<file path="src/rtl/acc_chk_pkg.sv">
package acc_chk_pkg;

  typedef enum logic [1:0] {
    MODE_U   = 2'b00,
    MODE_S   = 2'b01,
    MODE_RSV = 2'b10,
    MODE_M   = 2'b11
  } mode_e;

  typedef enum logic [1:0] {
    OP_PLAIN  = 2'd0,
    OP_ATOMIC = 2'd1,
    OP_TENSOR = 2'd2,
    OP_CACHE  = 2'd3
  } op_e;

  localparam logic [1:0] SIZE_DWORD = 2'd3;

  // Rank: user 0, supervisor 1, machine 2; the unused code ranks as user.
  function automatic logic [1:0] mode_rank(input logic [1:0] m);
    case (m)
      MODE_S:  mode_rank = 2'd1;
      MODE_M:  mode_rank = 2'd2;
      default: mode_rank = 2'd0;
    endcase
  endfunction

endpackage

</file>
<file path="src/rtl/reg_window_dec.sv">
module reg_window_dec
  import acc_chk_pkg::*;
#(
  parameter int                          REG_OFF_W = 24,
  parameter int                          NUM_REGS  = 4,
  parameter logic [NUM_REGS*REG_OFF_W-1:0] REG_LIST  = '0
) (
  input  logic [REG_OFF_W-1:0] offs,
  input  logic [1:0]           mode,
  input  logic [1:0]           size,
  input  logic [1:0]           op,
  output logic                 rw_afault,
  output logic                 rw_berr
);

  localparam int IDX_W = REG_OFF_W - 3;

  logic [NUM_REGS-1:0] hit_vec;
  logic                hit;
  logic [1:0]          code;
  logic [1:0]          need;
  logic                rsv;
  logic                priv_ok;
  logic                shape_ok;

  for (genvar i = 0; i < NUM_REGS; i++) begin : g_match
    assign hit_vec[i] = (offs[REG_OFF_W-1:3] == REG_LIST[i*REG_OFF_W+3 +: IDX_W]);
  end

  assign hit = |hit_vec;

  always_comb begin
    code     = offs[REG_OFF_W-1 -: 2];
    rsv      = (code == 2'b10);
    need     = (code == 2'b11) ? 2'd2 : ((code == 2'b01) ? 2'd1 : 2'd0);
    priv_ok  = !rsv && (mode_rank(mode) >= need);
    shape_ok = (size == SIZE_DWORD) && (offs[2:0] == 3'b000) && (op == OP_PLAIN);
    rw_afault = !(priv_ok && shape_ok);
    rw_berr   = !rw_afault && !hit;
  end

  always_comb begin

    rsv_code_chk: assert (!(code == 2'b10) || (rw_afault && !rw_berr));

    op_class_chk: assert ((op == OP_PLAIN) || rw_afault);

    user_reach_chk: assert (!(mode_rank(mode) == 2'd0 && code != 2'b00) || rw_afault);
  end

endmodule

</file>
<file path="src/rtl/mem_zone_prot.sv">
module mem_zone_prot
  import acc_chk_pkg::*;
#(
  parameter int MEM_OFF_W = 24,
  parameter int SIZE_W    = 4
) (
  input  logic [MEM_OFF_W-1:0] offs,
  input  logic [1:0]           mode,
  input  logic                 prot_en,
  input  logic [SIZE_W-1:0]    msize,
  input  logic [SIZE_W-1:0]    ssize,
  output logic                 mz_afault
);

  localparam int SHIFT_W = 13 + (1 << SIZE_W);
  localparam int BOUND_W = (SHIFT_W > MEM_OFF_W) ? SHIFT_W : MEM_OFF_W;
  localparam logic [BOUND_W-1:0] ZONE_UNIT = BOUND_W'(4096);

  logic [BOUND_W-1:0] off_x;
  logic [BOUND_W-1:0] m_end;
  logic [BOUND_W-1:0] s_end;
  logic               in_m;
  logic               in_s;
  logic [1:0]         need;

  always_comb begin
    off_x = BOUND_W'(offs);
    m_end = ZONE_UNIT << msize;
    s_end = ZONE_UNIT << ssize;
    in_m  = (off_x < m_end);
    in_s  = !in_m && (off_x < s_end);
    need  = in_m ? 2'd2 : (in_s ? 2'd1 : 2'd0);
    mz_afault = prot_en && (mode_rank(mode) < need);
  end

  always_comb begin

    no_prot_chk: assert (prot_en || !mz_afault);

    mach_mem_chk: assert (!(mode == MODE_M) || !mz_afault);
  end

endmodule

</file>
<file path="src/rtl/verdict_merge.sv">
module verdict_merge (
  input  logic sel_reg,
  input  logic rw_afault,
  input  logic rw_berr,
  input  logic mz_afault,
  output logic res_allow,
  output logic res_afault,
  output logic res_berr
);

  always_comb begin
    if (sel_reg) begin
      res_afault = rw_afault;
      res_berr   = rw_berr && !rw_afault;
    end else begin
      res_afault = mz_afault;
      res_berr   = 1'b0;
    end
    res_allow = !res_afault && !res_berr;
  end

endmodule

</file>
<file path="src/rtl/access_guard.sv">
module access_guard
  import acc_chk_pkg::*;
#(
  parameter int                            ADDR_W    = 32,
  parameter int                            REG_OFF_W = 24,
  parameter int                            MEM_OFF_W = 24,
  parameter int                            SIZE_W    = 4,
  parameter int                            NUM_REGS  = 4,
  parameter logic [NUM_REGS*REG_OFF_W-1:0] REG_LIST  =
    {24'hC00018, 24'hC00010, 24'h400008, 24'h000000}
) (
  input  logic              req_is_reg,
  input  logic [ADDR_W-1:0] req_addr,
  input  logic [1:0]        req_mode,
  input  logic [1:0]        req_size,
  input  logic [1:0]        req_op,
  input  logic              prot_en,
  input  logic [SIZE_W-1:0] prot_msize,
  input  logic [SIZE_W-1:0] prot_ssize,
  output logic              res_allow,
  output logic              res_afault,
  output logic              res_berr
);

  logic rw_afault;
  logic rw_berr;
  logic mz_afault;

  reg_window_dec #(
    .REG_OFF_W (REG_OFF_W),
    .NUM_REGS  (NUM_REGS),
    .REG_LIST  (REG_LIST)
  ) u_reg (
    .offs      (req_addr[REG_OFF_W-1:0]),
    .mode      (req_mode),
    .size      (req_size),
    .op        (req_op),
    .rw_afault (rw_afault),
    .rw_berr   (rw_berr)
  );

  mem_zone_prot #(
    .MEM_OFF_W (MEM_OFF_W),
    .SIZE_W    (SIZE_W)
  ) u_mem (
    .offs      (req_addr[MEM_OFF_W-1:0]),
    .mode      (req_mode),
    .prot_en   (prot_en),
    .msize     (prot_msize),
    .ssize     (prot_ssize),
    .mz_afault (mz_afault)
  );

  verdict_merge u_merge (
    .sel_reg    (req_is_reg),
    .rw_afault  (rw_afault),
    .rw_berr    (rw_berr),
    .mz_afault  (mz_afault),
    .res_allow  (res_allow),
    .res_afault (res_afault),
    .res_berr   (res_berr)
  );

  always_comb begin

    onehot_chk: assert ($onehot({res_allow, res_afault, res_berr}));

    fault_first_chk: assert (!(req_is_reg && rw_afault) || !res_berr);

    mem_no_berr_chk: assert (req_is_reg || !res_berr);
  end

endmodule

</file>
<file path="config.mk">
export PLATFORM = sky130hd
export DESIGN_NAME = access_guard
export DESIGN_NICKNAME = d
export VERILOG_FILES = /design/src/rtl/acc_chk_pkg.sv /design/src/rtl/reg_window_dec.sv /design/src/rtl/mem_zone_prot.sv /design/src/rtl/verdict_merge.sv /design/src/rtl/access_guard.sv
export SDC_FILE = /design/constraint.sdc
export NUM_CORES = 1
export LEC_CHECK = 0
export BUFFER_PORTS_ARGS = -buffer_cell sky130_fd_sc_hd__buf_2
export CORE_UTILIZATION = 51
export DETAILED_ROUTE_END_ITERATION = 12
export GPL_TIMING_DRIVEN = 1
export PLACE_DENSITY_LB_ADDON = 0.1
export SLEW_MARGIN = 5
export SYNTH_ARGS = -nofsm -noshare
export SYNTH_HDL_FRONTEND = slang
export SYNTH_HIERARCHICAL = 1
export SYNTH_SLANG_ARGS = --single-unit
export TNS_END_PERCENT = 50
</file>
<file path="constraint.sdc">
create_clock -name vclk -period 5.25
set_clock_uncertainty 0.1 [all_clocks]
set_input_delay 0.2625 -clock vclk [all_inputs]
set_output_delay 0.2625 -clock vclk [all_outputs]
set_load 0.05 [all_outputs]
</file>
# After elaboration in Yosys (flattened, before gate mapping)

Cells that the tools add are included.
W data, S select, Z words.

$add $sub $neg: 0
Multiply operators: 0
Divide/modulo/power cells: 0
Magnitude comparators: 4
Eq/ne operators: 9
Shift operators: 2
Mux-type cells: 7
Bitwise gates (word level): 0
Reductions and logical operators: 19

Operators by type and width:

| operator                | number |
|---|---|
| $lt A24 B29 Y1          | 2 |
| $shl A13 B4 Y29 const A | 2 |
| $eq A21 B21 Y1 const B  | 2 |
| $eq A21 B20 Y1 const B  | 1 |
| $logic_not A21 Y1       | 1 |
| $logic_and A1 B1 Y1     | 9 |
| $eq A2 B2 Y1 const B    | 4 |
| $logic_not A1 Y1        | 6 |
| $eq A2 B1 Y1 const B    | 2 |
| $mux W1                 | 4 |
| $mux W2                 | 2 |
| $pmux W2 S2             | 1 |
| $reduce_or A4 Y1        | 1 |
| $logic_not A3 Y1        | 1 |
| $ge A2 B2 Y1            | 1 |
| $logic_not A2 Y1        | 1 |
| $lt A2 B2 Y1            | 1 |

Register bits after elaboration: 0
Bits in latches: 0
Memory bits (writable): 0
ROM bits: 0
Bits of input ports: 48
Output and inout port bits: 3
Logic and storage cells: 41
Memories kept: 0

# Longest topological paths before layout

Depth in word-level cells: 11
Depth in mapped cells: 11
Gate-level depth less buffers: 11

# Cells and area by module

Netlist, hierarchy kept.

Modules (own cells, without submodules):

| module         | instances | cells an instance | area each (sq um) | seq. area each (sq um) |
|---|---|---|---|---|
| mem_zone_prot  | 1         | 101               | 720.7             | 0.0 |
| reg_window_dec | 1         | 24                | 167.7             | 0.0 |
| verdict_merge  | 1         | 5                 | 35.0              | 0.0 |

# Worst setup path after synthesis

OpenSTA, ideal clock, no wires.

Path type: input port to output port
From: input prot_msize[2]
To: output res_allow
Arrival time: 2702 ps
Required time: 4888 ps
Path slack: 2186 ps
Cell stages on the path: 11
Path buffers: 0
Cell sequence: and2b_1 > nand2_1 > ha_1 > a21o_1 > a21o_1 > a32oi_1 > o41ai_2 > ha_1 > nor3b_1 > a41o_1 > o22ai_1

Cells in the longest elaborated chain, start to end: 11

Ends and longest elaborated chain:

| element               | line                | source |
|---|---|---|
| start, declared       | access_guard.sv:18  | `input logic [SIZE_W-1:0] prot_msize,` |
| $shl A13 B4 Y29 *     | mem_zone_prot.sv:28 | `m_end = ZONE_UNIT << msize;` |
| $lt A24 B29 Y1 *      | mem_zone_prot.sv:30 | `in_m = (off_x < m_end);` |
| $logic_not A1 Y1      | mem_zone_prot.sv:31 | `in_s = !in_m && (off_x < s_end);` |
| $logic_and A1 B1 Y1   | mem_zone_prot.sv:31 |  |
| $mux W1               | mem_zone_prot.sv:32 | `need = in_m ? 2'd2 : (in_s ? 2'd1 : 2'd0);` |
| $mux W2 *             | mem_zone_prot.sv:32 |  |
| $lt A2 B2 Y1 *        | mem_zone_prot.sv:33 | `mz_afault = prot_en && (mode_rank(mode) < need);` |
| $logic_and A1 B1 Y1 * | mem_zone_prot.sv:33 |  |
| net mz_afault         | access_guard.sv:27  | `logic mz_afault;` |
| $mux W1 *             | verdict_merge.sv:12 | `if (sel_reg) begin` |
| $logic_not A1 Y1 *    | verdict_merge.sv:19 | `res_allow = !res_afault && !res_berr;` |
| $logic_and A1 B1 Y1 * | verdict_merge.sv:19 |  |
| end, declared         | access_guard.sv:20  | `output logic res_allow,` |

Mark *: on every way through the listed nets, which the timed path passes. The rest lies on a longest branch.

# Worst setup path after layout

From: input prot_msize[1]
To: output res_afault

Cells in the longest elaborated chain, start to end: 9

Ends and longest elaborated chain:

| element               | line                | source |
|---|---|---|
| $shl A13 B4 Y29 *     | mem_zone_prot.sv:28 |  |
| $lt A24 B29 Y1 *      | mem_zone_prot.sv:30 |  |
| $logic_not A1 Y1      | mem_zone_prot.sv:31 |  |
| $logic_and A1 B1 Y1   | mem_zone_prot.sv:31 |  |
| $mux W1               | mem_zone_prot.sv:32 |  |
| $mux W2 *             | mem_zone_prot.sv:32 |  |
| $lt A2 B2 Y1 *        | mem_zone_prot.sv:33 |  |
| $logic_and A1 B1 Y1 * | mem_zone_prot.sv:33 |  |
| net mz_afault         | access_guard.sv:27  |  |
| $mux W1 *             | verdict_merge.sv:12 |  |
| end, declared         | access_guard.sv:21  | `output logic res_afault,` |

Marks and branches as above.

==> flow_summary.json <==
{
  "type_of_the_tightest_min_delay_check": "in2out",
  "number_of_standard_cell_rows_in_the_floorplan": 15,
  "dpl.hpwl_mm": 2.09,
  "syn_inst": 130,
  "switching_share": 0.547,
  "final.min_clock_period_ns": 3.14,
  "detail_route.drc_violations": 0,
  "nClkBuffers": 0,
  "hold-path-endpoint": "res_allow",
  "setup_total_neg_slack_ns": 0,
  "tightestPinTransition_ns": 0.315,
  "global_route_wire_length_before_repair_mm": 3.60,
  "fmax_mhz": 318,
  "p_switching_uw": 45.5,
  "antenna_cells": 0,
  "num_sequential": 0,
  "floorplan.core_area_um2": 1710,
  "synth_largest_type_area_fraction": 0.366,
  "post-cts-setup-buffers": 0,
  "drtAntennaViolNets": 0,
  "finish.net_count": 250,
  "power.density_nw_per_um2": 71.0,
  "port-buffer-count": 43,
  "synth-seq-area-share": 0,
  "critPathArrivalTime_ns": 2.78,
  "pwr-share-clk": 0,
  "dp_worst_setup_slack_ns": 2.10,
  "syn-num-nets": 205,
  "grt_pass1_vias": 930,
  "synth.lib_cells_used.distinct": 31,
  "dr_total_vias": 1114,
  "fin_crit_sh": 0.599,
  "timing.critical_path.to_type": "primary output",
  "die_width_um": 44.6,
  "area_growth_pct": 26.7,
  "floorplan.io_pins": 51,
  "global_route.usage.total": 0.231,
  "most_instantiated_library_cell_after_synthesis": "sky130_fd_sc_hd__ha_1",
  "synth_commonest_cells": "27 x sky130_fd_sc_hd__ha_1, 26 x sky130_fd_sc_hd__nand2_1, 10 x sky130_fd_sc_hd__a21oi_1, 9 x sky130_fd_sc_hd__nand3_1",
  "design.die.area_um2": 1980,
  "gp_congestion": 0.776,
  "totalPowerFinal_uw": 83.1,
  "sequential_cell_area_um2": 0,
  "antenna_found_initial": 0,
  "timing.final.max_slew_violations": 0,
  "seq_power_share": 0,
  "synth.area.top_cells": "sky130_fd_sc_hd__ha_1 37%, sky130_fd_sc_hd__nand2_1 11%, sky130_fd_sc_hd__a21oi_1 5.4%",
  "worst_hold_slack_ns": 0.815,
  "drt-vias-per-instance": 5.63,
  "iter_0_drt_violations": 21,
  "crit_path_start": "prot_msize[1]",
  "post_route_cells_drive_above_1_share": 0.266,
  "power.ir.vdd_worst_uv": 35.4,
  "grt_start_max_net_pins": 7,
  "slew_headroom": 0.788,
  "setup_slack_ns": 2.11,
  "drv.max_cap_violation_count": 0,
  "initial_core_util": 0.541,
  "synthesis_warnings": 6,
  "syn-cell-area_um2": 923,
  "critical_path.max_fanout": 6,
  "route.detailed.wl_per_inst_um": 11.6,
  "p_leak_uw": 0.000546,
  "timing.setup.critical_path_class": "in2out",
  "syn-mean-instance-area_um2": 7.10,
  "ctsResizeCount": 0,
  "report.final.setup_viol": 0,
  "rsz_0062_raised_after_global_routing": "no",
  "holdBufCountCts": 0,
  "route.final.wire_length_mm": 2.29,
  "hold_viol_final": 0,
  "worstPathRequired_ns": 4.89,
  "synth_area_leader_cell": "sky130_fd_sc_hd__ha_1",
  "p_int_uw": 37.6,
  "die-height_um": 44.6,
  "whs_path_depth": 3,
  "drt_pre_antenna_iters": 6,
  "crit_path_start_kind": "input port",
  "hold_path.startpoint": "req_is_reg",
  "pwr-share-comb": 1.000,
  "grt-ovfl-total": 0,
  "result_of_the_run": "complete, no violations"
}
logic make-up after synthesis:
family | synth area share
mux | 0.0163
simple gates | 0.402
fa+ha+maj | 0.366
compound gates | 0.207
buf+inv | 0.00813
layout make-up:
cell class	instances	area [µm²]
Fill cell	160	538
Inverter	2	7.51
Multi-Input combinational cell	128	916
Tap cell	25	31.3
Timing Repair Buffer	43	215
layer usage:
layer / vias to the layer above / part of all wire / routed length (µm) / global-route usage
met3: 2 / 0.033 / 75 / 0
met1: 505 / 0.46 / 1050 / 0.316
met5: - / 0 / 0 / 0
met2: 24 / 0.50 / 1150 / 0.415
li1: 583 / - / - / -
met4: 0 / 0.0052 / 12 / 0.0303
stage by stage:
step | instance area, µm² | std cells | util
after global placement | 1170 | 198 | 0.685
final | 1170 | 198 | 0.685
after floorplan | 923 | 130 | -
after detailed placement | 1170 | 198 | 0.685
after CTS | 1170 | 198 | 0.685
after global routing | 1170 | 198 | 0.685
placed cells by master (no fill, tap or decap):
master and instances:
sky130_fd_sc_hd__a211oi_1 2, sky130_fd_sc_hd__a21o_1 3, sky130_fd_sc_hd__a21oi_1 10, sky130_fd_sc_hd__a311oi_1 1, sky130_fd_sc_hd__a32oi_1 1, sky130_fd_sc_hd__a41o_1 1
sky130_fd_sc_hd__and2_1 2, sky130_fd_sc_hd__and2b_1 1, sky130_fd_sc_hd__and3_1 1, sky130_fd_sc_hd__and4_1 2, sky130_fd_sc_hd__and4bb_2 1, sky130_fd_sc_hd__buf_2 43
sky130_fd_sc_hd__ha_1 27, sky130_fd_sc_hd__inv_1 2, sky130_fd_sc_hd__mux2_4 1, sky130_fd_sc_hd__nand2_1 26, sky130_fd_sc_hd__nand2b_1 5, sky130_fd_sc_hd__nand3_1 9
sky130_fd_sc_hd__nor2_1 8, sky130_fd_sc_hd__nor2b_1 8, sky130_fd_sc_hd__nor3_1 1, sky130_fd_sc_hd__nor3b_1 1, sky130_fd_sc_hd__nor4_1 4, sky130_fd_sc_hd__nor4b_1 2
sky130_fd_sc_hd__o211ai_1 1, sky130_fd_sc_hd__o21ai_0 4, sky130_fd_sc_hd__o21ba_1 1, sky130_fd_sc_hd__o22ai_1 1, sky130_fd_sc_hd__o31ai_1 1, sky130_fd_sc_hd__o32ai_1 1
sky130_fd_sc_hd__o41ai_2 1, sky130_fd_sc_hd__or2_1 1
worst max path at each step:
stage | to | slack [ns]
floorplan | res_allow | 2.19
global placement | res_afault | 2.20
detailed placement | res_afault | 2.10
CTS | res_afault | 2.09
global route | res_afault | 1.96
finish | res_afault | 2.11
critical path, cell delays in order:
cell and delay, ns:
sky130_fd_sc_hd__buf_2 0.13, sky130_fd_sc_hd__nor2b_1 0.23, sky130_fd_sc_hd__nand2_1 0.08, sky130_fd_sc_hd__ha_1 0.28, sky130_fd_sc_hd__a21o_1 0.16, sky130_fd_sc_hd__a21o_1 0.18, sky130_fd_sc_hd__a32oi_1 0.17, sky130_fd_sc_hd__o41ai_2 0.12
sky130_fd_sc_hd__ha_1 0.20, sky130_fd_sc_hd__nor4b_1 0.33, sky130_fd_sc_hd__a41o_1 0.24, sky130_fd_sc_hd__mux2_4 0.14, sky130_fd_sc_hd__buf_2 0.25
power groups by stage:
stage	combinational, µW	sequential, µW	clock [µW]
5_1_grt	93.7	0	0
4_1_cts	83.4	0	0
2_1_floorplan	49.8	0	0
3_3_place_gp	79.1	0	0
6_report	83.1	0	0
3_5_place_dp	82.9	0	0
(Power assumes the default switching activity.)
